===== src/rtl/irqb_pkg.sv =====
package irqb_pkg;
   localparam int unsigned OFF_ENA = 'h00;
   localparam int unsigned OFF_RAW = 'h04;
   localparam int unsigned OFF_MSK = 'h08;
   localparam int unsigned OFF_CLR = 'h0C;
   localparam int unsigned OFF_LVL = 'h10;
   localparam int unsigned OFF_ANY = 'h14;
   localparam int unsigned OFF_POL = 'h18;
   localparam int unsigned OFF_PIN = 'h1C;

   // per-channel trigger selection
   typedef struct packed {
      logic lvl;   // 1: level sensitive, 0: edge sensitive
      logic any;   // edge mode: every transition
      logic pol;   // 1: rising/high, 0: falling/low
   } trig_cfg_t;
endpackage


===== src/rtl/irqb_sync.sv =====
module irqb_sync #(
   parameter int unsigned WIDTH  = 8,
   parameter int unsigned STAGES = 2
) (
   input  logic             clk_i,
   input  logic             rst_ni,
   input  logic [WIDTH-1:0] d_i,
   output logic [WIDTH-1:0] q_o
);
   logic [WIDTH-1:0] stage_q [STAGES];

   always_ff @(posedge clk_i or negedge rst_ni) begin
      if (!rst_ni) stage_q[0] <= '0;
      else         stage_q[0] <= d_i;
   end

   for (genvar s = 1; s < STAGES; s++) begin : g_stage
      always_ff @(posedge clk_i or negedge rst_ni) begin
         if (!rst_ni) stage_q[s] <= '0;
         else         stage_q[s] <= stage_q[s-1];
      end
   end

   assign q_o = stage_q[STAGES-1];
endmodule


===== src/rtl/irqb_detect.sv =====
module irqb_detect
   import irqb_pkg::*;
(
   input  logic      cur_i,
   input  logic      prev_i,
   input  trig_cfg_t cfg_i,
   output logic      trig_o
);
   logic rise, fall;

   assign rise = cur_i & ~prev_i;
   assign fall = ~cur_i & prev_i;

   always_comb begin
      if (cfg_i.lvl)      trig_o = (cur_i == cfg_i.pol);
      else if (cfg_i.any) trig_o = rise | fall;
      else                trig_o = cfg_i.pol ? rise : fall;
   end
endmodule


===== src/rtl/irqb_regs.sv =====
module irqb_regs
   import irqb_pkg::*;
#(
   parameter int unsigned CHANNELS = 8,
   parameter int unsigned DATA_W   = 32,
   parameter int unsigned ADDR_W   = 8
) (
   input  logic                clk_i,
   input  logic                rst_ni,
   input  logic [ADDR_W-1:0]   bus_addr_i,
   input  logic                bus_wr_i,
   input  logic [DATA_W-1:0]   bus_wdata_i,
   output logic [DATA_W-1:0]   bus_rdata_o,
   input  logic [CHANNELS-1:0] trig_i,
   input  logic [CHANNELS-1:0] level_i,
   output trig_cfg_t           cfg_o [CHANNELS],
   output logic [CHANNELS-1:0] raw_o,
   output logic [CHANNELS-1:0] masked_o
);
   logic [CHANNELS-1:0] ena_q, lvl_q, any_q, pol_q, raw_q, clr_mask;
   logic [CHANNELS-1:0] wbits;

   assign wbits    = bus_wdata_i[CHANNELS-1:0];
   assign clr_mask = (bus_wr_i && bus_addr_i == ADDR_W'(OFF_CLR)) ? wbits : '0;

   always_ff @(posedge clk_i or negedge rst_ni) begin
      if (!rst_ni) begin
         ena_q <= '0;
         lvl_q <= '0;
         any_q <= '0;
         pol_q <= '0;
         raw_q <= '0;
      end else begin
         if (bus_wr_i && bus_addr_i == ADDR_W'(OFF_ENA)) ena_q <= wbits;
         if (bus_wr_i && bus_addr_i == ADDR_W'(OFF_LVL)) lvl_q <= wbits;
         if (bus_wr_i && bus_addr_i == ADDR_W'(OFF_ANY)) any_q <= wbits;
         if (bus_wr_i && bus_addr_i == ADDR_W'(OFF_POL)) pol_q <= wbits;
         // a live trigger beats a simultaneous clear
         raw_q <= (raw_q & ~clr_mask) | trig_i;
      end
   end

   for (genvar c = 0; c < CHANNELS; c++) begin : g_cfg
      assign cfg_o[c] = '{lvl: lvl_q[c], any: any_q[c], pol: pol_q[c]};
   end

   assign raw_o    = raw_q;
   assign masked_o = raw_q & ena_q;

   always_comb begin
      bus_rdata_o = '0;
      if      (bus_addr_i == ADDR_W'(OFF_ENA)) bus_rdata_o[CHANNELS-1:0] = ena_q;
      else if (bus_addr_i == ADDR_W'(OFF_RAW)) bus_rdata_o[CHANNELS-1:0] = raw_q;
      else if (bus_addr_i == ADDR_W'(OFF_MSK)) bus_rdata_o[CHANNELS-1:0] = raw_q & ena_q;
      else if (bus_addr_i == ADDR_W'(OFF_LVL)) bus_rdata_o[CHANNELS-1:0] = lvl_q;
      else if (bus_addr_i == ADDR_W'(OFF_ANY)) bus_rdata_o[CHANNELS-1:0] = any_q;
      else if (bus_addr_i == ADDR_W'(OFF_POL)) bus_rdata_o[CHANNELS-1:0] = pol_q;
      else if (bus_addr_i == ADDR_W'(OFF_PIN)) bus_rdata_o[CHANNELS-1:0] = level_i;
   end
endmodule


===== src/rtl/irq_bank.sv =====
module irq_bank
   import irqb_pkg::*;
#(
   parameter int unsigned CHANNELS    = 8,
   parameter int unsigned DATA_W      = 32,
   parameter int unsigned ADDR_W      = 8,
   parameter int unsigned SYNC_STAGES = 2
) (
   input  logic                clk_i,
   input  logic                rst_ni,
   input  logic [ADDR_W-1:0]   bus_addr_i,
   input  logic                bus_wr_i,
   input  logic [DATA_W-1:0]   bus_wdata_i,
   output logic [DATA_W-1:0]   bus_rdata_o,
   input  logic [CHANNELS-1:0] pins_i,
   output logic                irq_o
);
   localparam int unsigned MIN_ADDR_W = $clog2(OFF_PIN + 1);

   if (CHANNELS < 1 || CHANNELS > DATA_W) begin : g_bad_channels
      $error("irq_bank: CHANNELS must lie in 1..DATA_W");
   end
   if (ADDR_W < MIN_ADDR_W) begin : g_bad_addr
      $error("irq_bank: ADDR_W too narrow for the register map");
   end
   if (SYNC_STAGES < 2) begin : g_bad_sync
      $error("irq_bank: SYNC_STAGES must be at least 2");
   end

   logic [CHANNELS-1:0] level_w, prev_q, trig_w, raw_q, masked_w;
   trig_cfg_t           cfg_w [CHANNELS];

   irqb_sync #(.WIDTH(CHANNELS), .STAGES(SYNC_STAGES)) u_sync (
      .clk_i (clk_i),
      .rst_ni(rst_ni),
      .d_i   (pins_i),
      .q_o   (level_w)
   );

   always_ff @(posedge clk_i or negedge rst_ni) begin
      if (!rst_ni) prev_q <= '0;
      else         prev_q <= level_w;
   end

   for (genvar c = 0; c < CHANNELS; c++) begin : g_chan
      irqb_detect u_det (
         .cur_i (level_w[c]),
         .prev_i(prev_q[c]),
         .cfg_i (cfg_w[c]),
         .trig_o(trig_w[c])
      );
   end

   irqb_regs #(.CHANNELS(CHANNELS), .DATA_W(DATA_W), .ADDR_W(ADDR_W)) u_regs (
      .clk_i      (clk_i),
      .rst_ni     (rst_ni),
      .bus_addr_i (bus_addr_i),
      .bus_wr_i   (bus_wr_i),
      .bus_wdata_i(bus_wdata_i),
      .bus_rdata_o(bus_rdata_o),
      .trig_i     (trig_w),
      .level_i    (level_w),
      .cfg_o      (cfg_w),
      .raw_o      (raw_q),
      .masked_o   (masked_w)
   );

   assign irq_o = |masked_w;
endmodule


===== config.mk =====
export PLATFORM = sky130hd
export DESIGN_NAME = irq_bank
export DESIGN_NICKNAME = d
export VERILOG_FILES = /design/src/rtl/irqb_pkg.sv /design/src/rtl/irqb_sync.sv /design/src/rtl/irqb_detect.sv /design/src/rtl/irqb_regs.sv /design/src/rtl/irq_bank.sv
export SDC_FILE = /design/constraint.sdc
export NUM_CORES = 1
export LEC_CHECK = 0
export BUFFER_PORTS_ARGS = -buffer_cell sky130_fd_sc_hd__buf_4
export CORE_MARGIN = 2
export CORE_UTILIZATION = 40
export DETAILED_ROUTE_END_ITERATION = 10
export GPL_ROUTABILITY_DRIVEN = 0
export HOLD_SLACK_MARGIN = 0.06
export PLACE_DENSITY = 0.66
export SLEW_MARGIN = 20
export SYNTH_ARGS = -nofsm -noshare
export SYNTH_HDL_FRONTEND = slang
export SYNTH_SLANG_ARGS = --single-unit

===== constraint.sdc =====
create_clock -name clk_i -period 4.95 [get_ports clk_i]
set_input_delay 0.99 -clock clk_i [delete_from_list [all_inputs] [get_ports clk_i]]
set_output_delay 0.99 -clock clk_i [all_outputs]
set_load 0.05 [all_outputs]

== Yosys cells after proc, flatten, opt, wreduce, memory -nomap -nowiden ==
Index checks and enable logic that the tools add are counted.
Word-level totals
  register bits: 64
  bits in latches: 0
  memory bits (writable): 0
  ROM bits: 0
  input port bits: 51
  word-level logic and storage cells: 106
  memories kept: 0
Cells by class
  add/sub/neg operators: 0
  $mul: 0
  div/mod/pow operators: 0
  $lt $le $gt $ge: 0
  eq/ne operators: 15
  shifts and indexed selects: 0
  mux-type cells: 32
  bitwise operators: 44
  reduce and logical (&&, ||, !) cells: 7
Operator list (number)
  two-way mux 8 bit: 8
  == test 8 x 5 -> 1 bit, second input constant: 4
  two-way mux 1 bit: 24
  AND 1 bit: 16
  AND 8 bit: 2
  == test 8 x 4 -> 1 bit, second input constant: 2
  NOT 1 bit: 16
  == test 1 bit: 8
  == test 8 x 3 -> 1 bit, second input constant: 1
  zero test 8 bit: 1
  NOT 8 bit: 1
  bitwise OR 1 bit: 8
  bitwise OR 8 bit: 1
  OR reduction 8 bit: 1
  logical AND 1 bit: 5

== Depth between registers and ports, before layout ==
Gate-level depths: netlist of the first run.
  depth in word-level cells: 8
  mapped depth: 6
  gate-level depth less buffers: 5

== By module ==
A second synthesis of the first run with hierarchy kept.
Second synthesis, totals
  cell total of the unflattened synthesis: 357
  area total of the unflattened synthesis: 3771.1 um2
Modules (own cells, without submodules)
  irqb_regs: times used 1, cells each 242, area each 2533.7 um2
  irqb_detect: times used 8, cells each 10, area each 70.1 um2
  irqb_sync: times used 1, cells each 24, area each 460.4 um2
  irq_bank: times used 1, cells each 11, area each 216.5 um2

== Worst setup path before layout of the first run ==
OpenSTA, ideal clock, no wires.
  path kind: in2out
  from: input bus_addr_i[3]
  to: output bus_rdata_o[4]
  arrival: 2.943 ns
  setup slack: 1.017 ns
  stages on the path: 6
  cells stage by stage: buf_2 -> buf_4 -> mux2i_1 -> a22oi_1 -> o21ai_0 -> a221oi_1
Between the ends
  cells in the longest elaborated chain, start to end: 8
  elaborated cells on any way between the ends: 14
RTL lines
  start, declared: line irq_bank.sv:11  | input logic [ADDR_W-1:0] bus_addr_i,
  == test 8 x 5 -> 1 bit: line irqb_regs.sv:58  | else if (bus_addr_i == ADDR_W'(OFF_PIN)) bus_rdata_o[CHANNELS-1:0] = level_i;
  two-way mux 8 bit: line irqb_regs.sv:58
  two-way mux 8 bit: line irqb_regs.sv:57  | else if (bus_addr_i == ADDR_W'(OFF_POL)) bus_rdata_o[CHANNELS-1:0] = pol_q;
  two-way mux 8 bit: line irqb_regs.sv:56  | else if (bus_addr_i == ADDR_W'(OFF_ANY)) bus_rdata_o[CHANNELS-1:0] = any_q;
  two-way mux 8 bit: line irqb_regs.sv:55  | else if (bus_addr_i == ADDR_W'(OFF_LVL)) bus_rdata_o[CHANNELS-1:0] = lvl_q;
  two-way mux 8 bit: line irqb_regs.sv:54  | else if (bus_addr_i == ADDR_W'(OFF_MSK)) bus_rdata_o[CHANNELS-1:0] = raw_q & ena_q;
  two-way mux 8 bit: line irqb_regs.sv:53  | else if (bus_addr_i == ADDR_W'(OFF_RAW)) bus_rdata_o[CHANNELS-1:0] = raw_q;
  two-way mux 8 bit *: line irqb_regs.sv:52  | if (bus_addr_i == ADDR_W'(OFF_ENA)) bus_rdata_o[CHANNELS-1:0] = ena_q;
  end, declared: line irq_bank.sv:14  | output logic [DATA_W-1:0] bus_rdata_o,
Mark *: on every way between the ends. The rest lies on a longest branch, timed or not.

== Final worst setup path of the first run ==
  from: input bus_addr_i[2]
  to: output bus_rdata_o[4]
Same word-level chain as after synthesis.

==> impl_metrics.json, run 1 <==
{
  "finalSetupViolCount": 0,
  "cts_buffer_depth": 2,
  "p_int_w": 0.0008049,
  "cts-root-buf": "clkbuf_8",
  "timing.rr.end": "u_regs.raw_o[1]$_DFF_PN0_",
  "cts_tree": "built",
  "io_buffer_count": 35,
  "crit_fanout": 32,
  "clock_latency_ns": 0.35,
  "cp_common_cell": "buf_4",
  "fin_area_um2": 3939,
  "placed_area_um2": 3767,
  "first_iter_violations": 98,
  "mostFrequentLayoutCells": "64 x dfrtp_1, 40 x mux2_2, 39 x nand2_1",
  "final_cells": 476,
  "p_switching_w": 0.0003251,
  "fin_skew_ns": 0.004783,
  "cts_setup_buffers": 0,
  "hold_start": "u_sync.stage_q[10]$_DFF_PN0_",
  "grt_pass1_vias": 2402,
  "first_pass_iters": 4,
  "track_usage": 0.1629,
  "htree_levels": 3,
  "crit_required_ns": 3.96,
  "maxSlewViolCount": 0,
  "vias": 2476,
  "fin_nets": 431,
  "cp_slowest_stage_delay_ns": 0.66,
  "path_cells": "buf_4 > nor2b_1 > o21ai_0 > a221oi_1 > buf_4",
  "ys_seq_area_frac": 0.4565,
  "diodes": 0,
  "combPwrFrac": 0.149,
  "yosys_register_bits": 64,
  "pin_count": 84,
  "drt-total-wl_mm": 7.313,
  "rsz0062_at_grt": "false",
  "start_kind": "primary input",
  "grt_pass1_wl_mm": 12.04,
  "holdPathEnd": "u_sync.q_o[2]$_DFF_PN0_",
  "arrival_ns": 2.86,
  "max-vdd-ir-drop_uv": 176.6,
  "hold_viol_final": 0,
  "yosys-top-cells-area": "dfrtp_1 46%, mux2_2 13%, buf_4 5.8%, ha_1 5.7%, nand2_1 4.2%",
  "syn2layout_area_growth_pct": 12.27,
  "setup.worst_path.class": "primary input to output port",
  "hold_depth": 0,
  "finalCritPeriodShare": 0.7773,
  "hold_slack_ns": 0.3484,
  "synthFlopType": "dfrtp_1",
  "nFillCells": 829,
  "synth_cells": 328,
  "switching_share": 0.2877,
  "cap_violations": 0,
  "synth_edf_count": 0,
  "critPathCaptureType": "output port",
  "ant_nets": 0,
  "drive_above_1_share": 0.2690,
  "period_needed_ns": 3.847,
  "pwr_density_cell_nw_per_um2": 286.9,
  "relSlewSlack": 0.4641,
  "p_leak_nw": 1.862,
  "seqPwrFrac": 0.501,
  "r2r_start": "u_sync.q_o[1]$_DFF_PN0_",
  "hold_class": "flip-flop to flip-flop",
  "drc": 0,
  "initial_core_util": 0.4083,
  "grt_overflow_total": 0,
  "cp_num_buf_inv": 2,
  "path_clk_slew_ns": 0.06,
  "hold_buffers": 0,
  "critical-path-top-delay-family": "simple AND/OR/NAND/NOR gates",
  "synth_cell_types": 39,
  "antenna_found_initial": 0,
  "synth.top_cell.area_share": 0.4565,
  "final_common_cell": "dfrtp_1",
  "slowest_stage": "nor2b_1",
  "outcome": "finished clean",
  "max_freq_mhz": 259.9,
  "r2r_cells": 5,
  "coreArea_um2": 8593,
  "totalNegativeSetupSlack_ns": 0,
  "cts_resized": 0,
  "fp-row-count": 34,
  "synth_area_per_cell_um2": 10.70,
  "numCtsBuffers": 9,
  "synth_warnings": 0,
  "regToRegSetupSlack_ns": 3.63,
  "synth_area_um2": 3508,
  "worst_pin_slew_ns": 0.8039,
  "cts_sinks": 64,
  "die_h_um": 97.66,
  "dp_cells": 461,
  "post-dp-hpwl_mm": 4.883,
  "yosysTopAreaCell": "dfrtp_1",
  "die_x_um": 97.66,
  "power_frac_clock": 0.351,
  "wire_per_inst_um": 15.36,
  "grt_start_max_net_pins": 65,
  "viasPerCell": 5.202,
  "fp.dieArea_um2": 9537,
  "synthArstFlopShare": 1.000
}
[how the worst max path moves through the flow]
stage	startpoint	endpoint	slack [ns]	cells after the start
floorplan	bus_addr_i[3]	bus_rdata_o[4]	1.02	6
global route	bus_addr_i[2]	bus_rdata_o[4]	1.03	5
CTS	bus_addr_i[2]	bus_rdata_o[4]	1.16	5
finish	bus_addr_i[2]	bus_rdata_o[4]	1.10	5
detailed placement	bus_addr_i[2]	bus_rdata_o[4]	1.18	5
global placement	bus_addr_i[2]	bus_rdata_o[5]	1.20	6
[stage by stage]
step	util	total power, W	setup slack, ns
after global routing	0.4584	0.001183	1.031
after CTS	0.4584	0.001144	1.157
after floorplan	-	0.0007041	1.017
after global placement	0.4384	0.0007397	1.195
after detailed placement	0.4384	0.0007453	1.181
final	0.4584	0.001130	1.103
[sequential cells by signal, indices dropped and copies added, names as in the netlist]
name and cells:
prev_q 8, u_regs.any_q 8, u_regs.ena_q 8, u_regs.lvl_q 8, u_regs.pol_q 8, u_regs.raw_o 8, u_sync.q_o 8, u_sync.stage_q 8
[final cells by class]
| type | count | area [um^2] | area share |
|---|---|---|---|
| sequential | 64 | 1602 | 0.4066 |
| tap | 108 | 135.1 | 0.03431 |
| timing repair buffer | 36 | 270.3 | 0.06861 |
| clock buffer | 11 | 151.4 | 0.03844 |
| multi-input combinational | 229 | 1670 | 0.4241 |
| inverter | 24 | 90.09 | 0.02287 |
| clock inverter | 4 | 20.02 | 0.005083 |
[Yosys cell counts, types with 2 or more instances]
master	count
inv_1	24
nand4b_1	2
o32ai_1	2
nand2b_1	2
mux2i_1	3
dfrtp_1	64
a22oi_1	3
a211o_1	6
buf_2	2
a21o_1	5
xnor2_1	8
nor2b_1	8
o211ai_1	8
nand2_1	39
o21ai_0	29
a21oi_1	12
buf_4	27
a31oi_1	6
clkbuf_1	2
nor2_1	2
ha_1	16
mux2_2	40
buf_1	2
[power by group through the flow]
stage | clock network [W] | registers (W) | logic (W)
after floorplan | 0 | 0.000571 | 0.000134
after global placement | 0 | 0.000574 | 0.000165
after detailed placement | 0 | 0.000576 | 0.000170
after CTS | 0.000408 | 0.000566 | 0.000170
after global routing | 0.000430 | 0.000569 | 0.000184
final | 0.000396 | 0.000566 | 0.000168
[routing by layer]
layer | wire (um) | share of wire | track usage
met1 | 3367 | 0.46 | 0.2137
met2 | 3426 | 0.47 | 0.2599
met3 | 364 | 0.050 | 0.04604
met4 | 155 | 0.021 | 0.05449
met5 | 0 | 0 | 0
[logic make-up (layout without fill, tap and decap cells)]
logic type               count (synthesis)  in the layout  share of synthesized area
AO/OA/AOI/OAI                           72             72                     0.1259
XOR/XNOR                                 8              8                    0.01997
adder cells (fa/ha/maj)                 16             16                    0.05706
buffers and inverters                   58             75                    0.09201
flip-flops                              64             64                     0.4565
multiplexers                            43             43                     0.1369
other                                    1             24                   0.001069
AND/OR/NAND/NOR                         66             66                     0.1106
(Power assumes the default switching activity.)
==> run 2, diff against run 1 <==
- PLACE_DENSITY: 0.66 -> 0.69
- clock period: 4.95 -> 3.2 ns (I/O delays scaled with it)
==> run 2 against run 1 <==
Net effect:
- via count down 0.40%
- die area did not move
- count of clock-buffer cells in the layout down 2
- non-clock buffer count is 2 higher
- global-route usage about the same
- final area up 3.0%
- total power rose by 82%
- clock skew is 0.00062 ns higher
- cell count rose by 0.63%
- sequential share of layout area is 1.2 points lower
- sequential cell count stayed put
- critical path type unchanged
==> impl_metrics.json, run 2 (same netlist as run 1, synthesis figures left out) <==
{
  "die_x_um": 97.66,
  "fin_skew_ns": 0.005406,
  "crit_required_ns": 2.56,
  "nFillCells": 807,
  "cts_buffer_depth": 2,
  "cap_violations": 0,
  "outcome": "finished clean",
  "hold_depth": 0,
  "mostFrequentLayoutCells": "64 x dfrtp_1, 40 x mux2_2, 39 x nand2_1",
  "critPathCaptureType": "output port",
  "cp_num_buf_inv": 3,
  "initial_core_util": 0.4083,
  "cts-root-buf": "clkbuf_8",
  "rsz0062_at_grt": "false",
  "relSlewSlack": 0.3447,
  "finalSetupViolCount": 0,
  "placed_area_um2": 3789,
  "vias": 2466,
  "grt_pass1_wl_mm": 12.06,
  "htree_levels": 3,
  "arrival_ns": 2.40,
  "startpoint": "bus_addr_i[3]",
  "clock_latency_ns": 0.35,
  "max_freq_mhz": 329.1,
  "grt_overflow_total": 0,
  "multiInputGateArea_um2": 1677,
  "diodes": 0,
  "viasPerCell": 5.148,
  "numCtsBuffers": 9,
  "die_h_um": 97.66,
  "track_usage": 0.1629,
  "cp_common_cell": "buf_4",
  "p_leak_nw": 1.905,
  "max-vdd-ir-drop_uv": 295.3,
  "fp-row-count": 34,
  "fp.dieArea_um2": 9537,
  "seqCellArea_um2": 1602,
  "hold_class": "flip-flop to flip-flop",
  "drt-total-wl_mm": 7.192,
  "pin_count": 84,
  "r2r_start": "u_sync.q_o[5]$_DFF_PN0_",
  "ant_nets": 0,
  "critPathCapture": "bus_rdata_o[1]",
  "grt_pass1_vias": 2485,
  "drive_above_1_share": 0.2776,
  "start_kind": "primary input",
  "syn2layout_area_growth_pct": 15.62,
  "fin_nets": 433,
  "wire_per_inst_um": 15.01,
  "finalCritPeriodShare": 0.9496,
  "path_clk_slew_ns": 0.07,
  "coreArea_um2": 8593,
  "first_iter_violations": 145,
  "critical-path-top-delay-family": "simple AND/OR/NAND/NOR gates",
  "grt_start_max_net_pins": 65,
  "hold_buffers": 0,
  "drc": 0,
  "hold_viol_final": 0,
  "pwr_density_cell_nw_per_um2": 507.4,
  "cts_resized": 0,
  "maxSlewViolCount": 0,
  "first_pass_iters": 4,
  "final_common_cell": "dfrtp_1",
  "worst_pin_slew_ns": 0.9755,
  "post-dp-hpwl_mm": 4.893,
  "regToRegSetupSlack_ns": 1.88,
  "crit_fanout": 17,
  "timing.rr.end": "u_regs.raw_o[5]$_DFF_PN0_",
  "io_buffer_count": 35,
  "slowest_stage": "nor3_1",
  "cts_setup_buffers": 0,
  "setup.worst_path.class": "primary input to output port",
  "period_needed_ns": 3.039,
  "fin_area_um2": 4056,
  "cts_sinks": 64,
  "critical_path_depth": 6,
  "cp_slowest_stage_delay_ns": 0.82,
  "totalNegativeSetupSlack_ns": 0,
  "cts_tree": "built",
  "path_cells": "buf_4 > nor3_1 > buf_4 > a211o_1 > a31oi_1 > buf_4",
  "antenna_found_initial": 0,
  "r2r_cells": 5
}
==> run 2: changes by cell type in the layout (fill, tap and decap cells not counted) <==
cell        before  now
buf_4           36   38
a221oi_2         0    1
clkinv_4         0    1
clkinv_2         4    0
clkinvlp_4       0    2
clkbuf_8        11    9
bufinv_16        0    4
a221oi_1         1    0
==> run 2: worst min path at each step <==
| stage | start | to | slack (ns) |
|---|---|---|---|
| floorplan | u_sync.stage_q[8]$_DFF_PN0_ | u_sync.q_o[0]$_DFF_PN0_ | 0.33 |
| global placement | u_sync.stage_q[12]$_DFF_PN0_ | u_sync.q_o[4]$_DFF_PN0_ | 0.33 |
| detailed placement | u_sync.stage_q[9]$_DFF_PN0_ | u_sync.q_o[1]$_DFF_PN0_ | 0.34 |
| CTS | u_sync.stage_q[13]$_DFF_PN0_ | u_sync.q_o[5]$_DFF_PN0_ | 0.35 |
| global route | u_sync.stage_q[14]$_DFF_PN0_ | u_sync.q_o[6]$_DFF_PN0_ | 0.36 |
| finish | u_sync.stage_q[9]$_DFF_PN0_ | u_sync.q_o[1]$_DFF_PN0_ | 0.35 |
==> run 2: stage by stage <==
step	utilization	std cells	hold slack [ns]	worst slack, ns	power (W)
3_5_place_dp	0.4409	463	0.3365	0.1911	0.001155
6_report	0.4720	479	0.3494	0.1612	0.002058
4_1_cts	0.4720	479	0.3532	0.2028	0.002088
2_1_floorplan	-	351	0.3312	0.3200	0.001090
3_3_place_gp	0.4409	463	0.3323	0.2153	0.001146
5_1_grt	0.4720	479	0.3604	0.08975	0.002153
==> run 2: worst reg2reg max path, stage by stage, from the launching register on <==
cell      delay (ns)
dfrtp_1         0.43
inv_1           0.07
ha_1            0.18
mux2_2          0.25
o21ai_0         0.16
o211ai_1        0.10
==> run 2: area by class of cell <==
type	instances	area share
Multi-Input combinational cell	229	0.4133
Sequential cell	64	0.3948
Timing Repair Buffer	38	0.07033
Clock inverter	7	0.03547
Tap cell	108	0.03331
Clock buffer	9	0.03054
Inverter	24	0.02221
==> run 2: power by group <==
part / total [W] / leakage, nW / internal, W / switching (W)
sequential: 0.000875 / 0.791 / 0.000844 / 0.0000308
combinational: 0.000261 / 0.989 / 0.0000893 / 0.000172
clock: 0.000922 / 0.126 / 0.000597 / 0.000326
total: 0.00206 / 1.91 / 0.00153 / 0.000528
==> run 2: routing by layer <==
layer | up-vias | track usage | routed length, um
met5 | - | 0 | 0
met4 | 0 | 0.09615 | 195
met3 | 18 | 0.03525 | 458
met2 | 79 | 0.2477 | 3407
met1 | 1191 | 0.2135 | 3131
li1 | 1178 | - | -
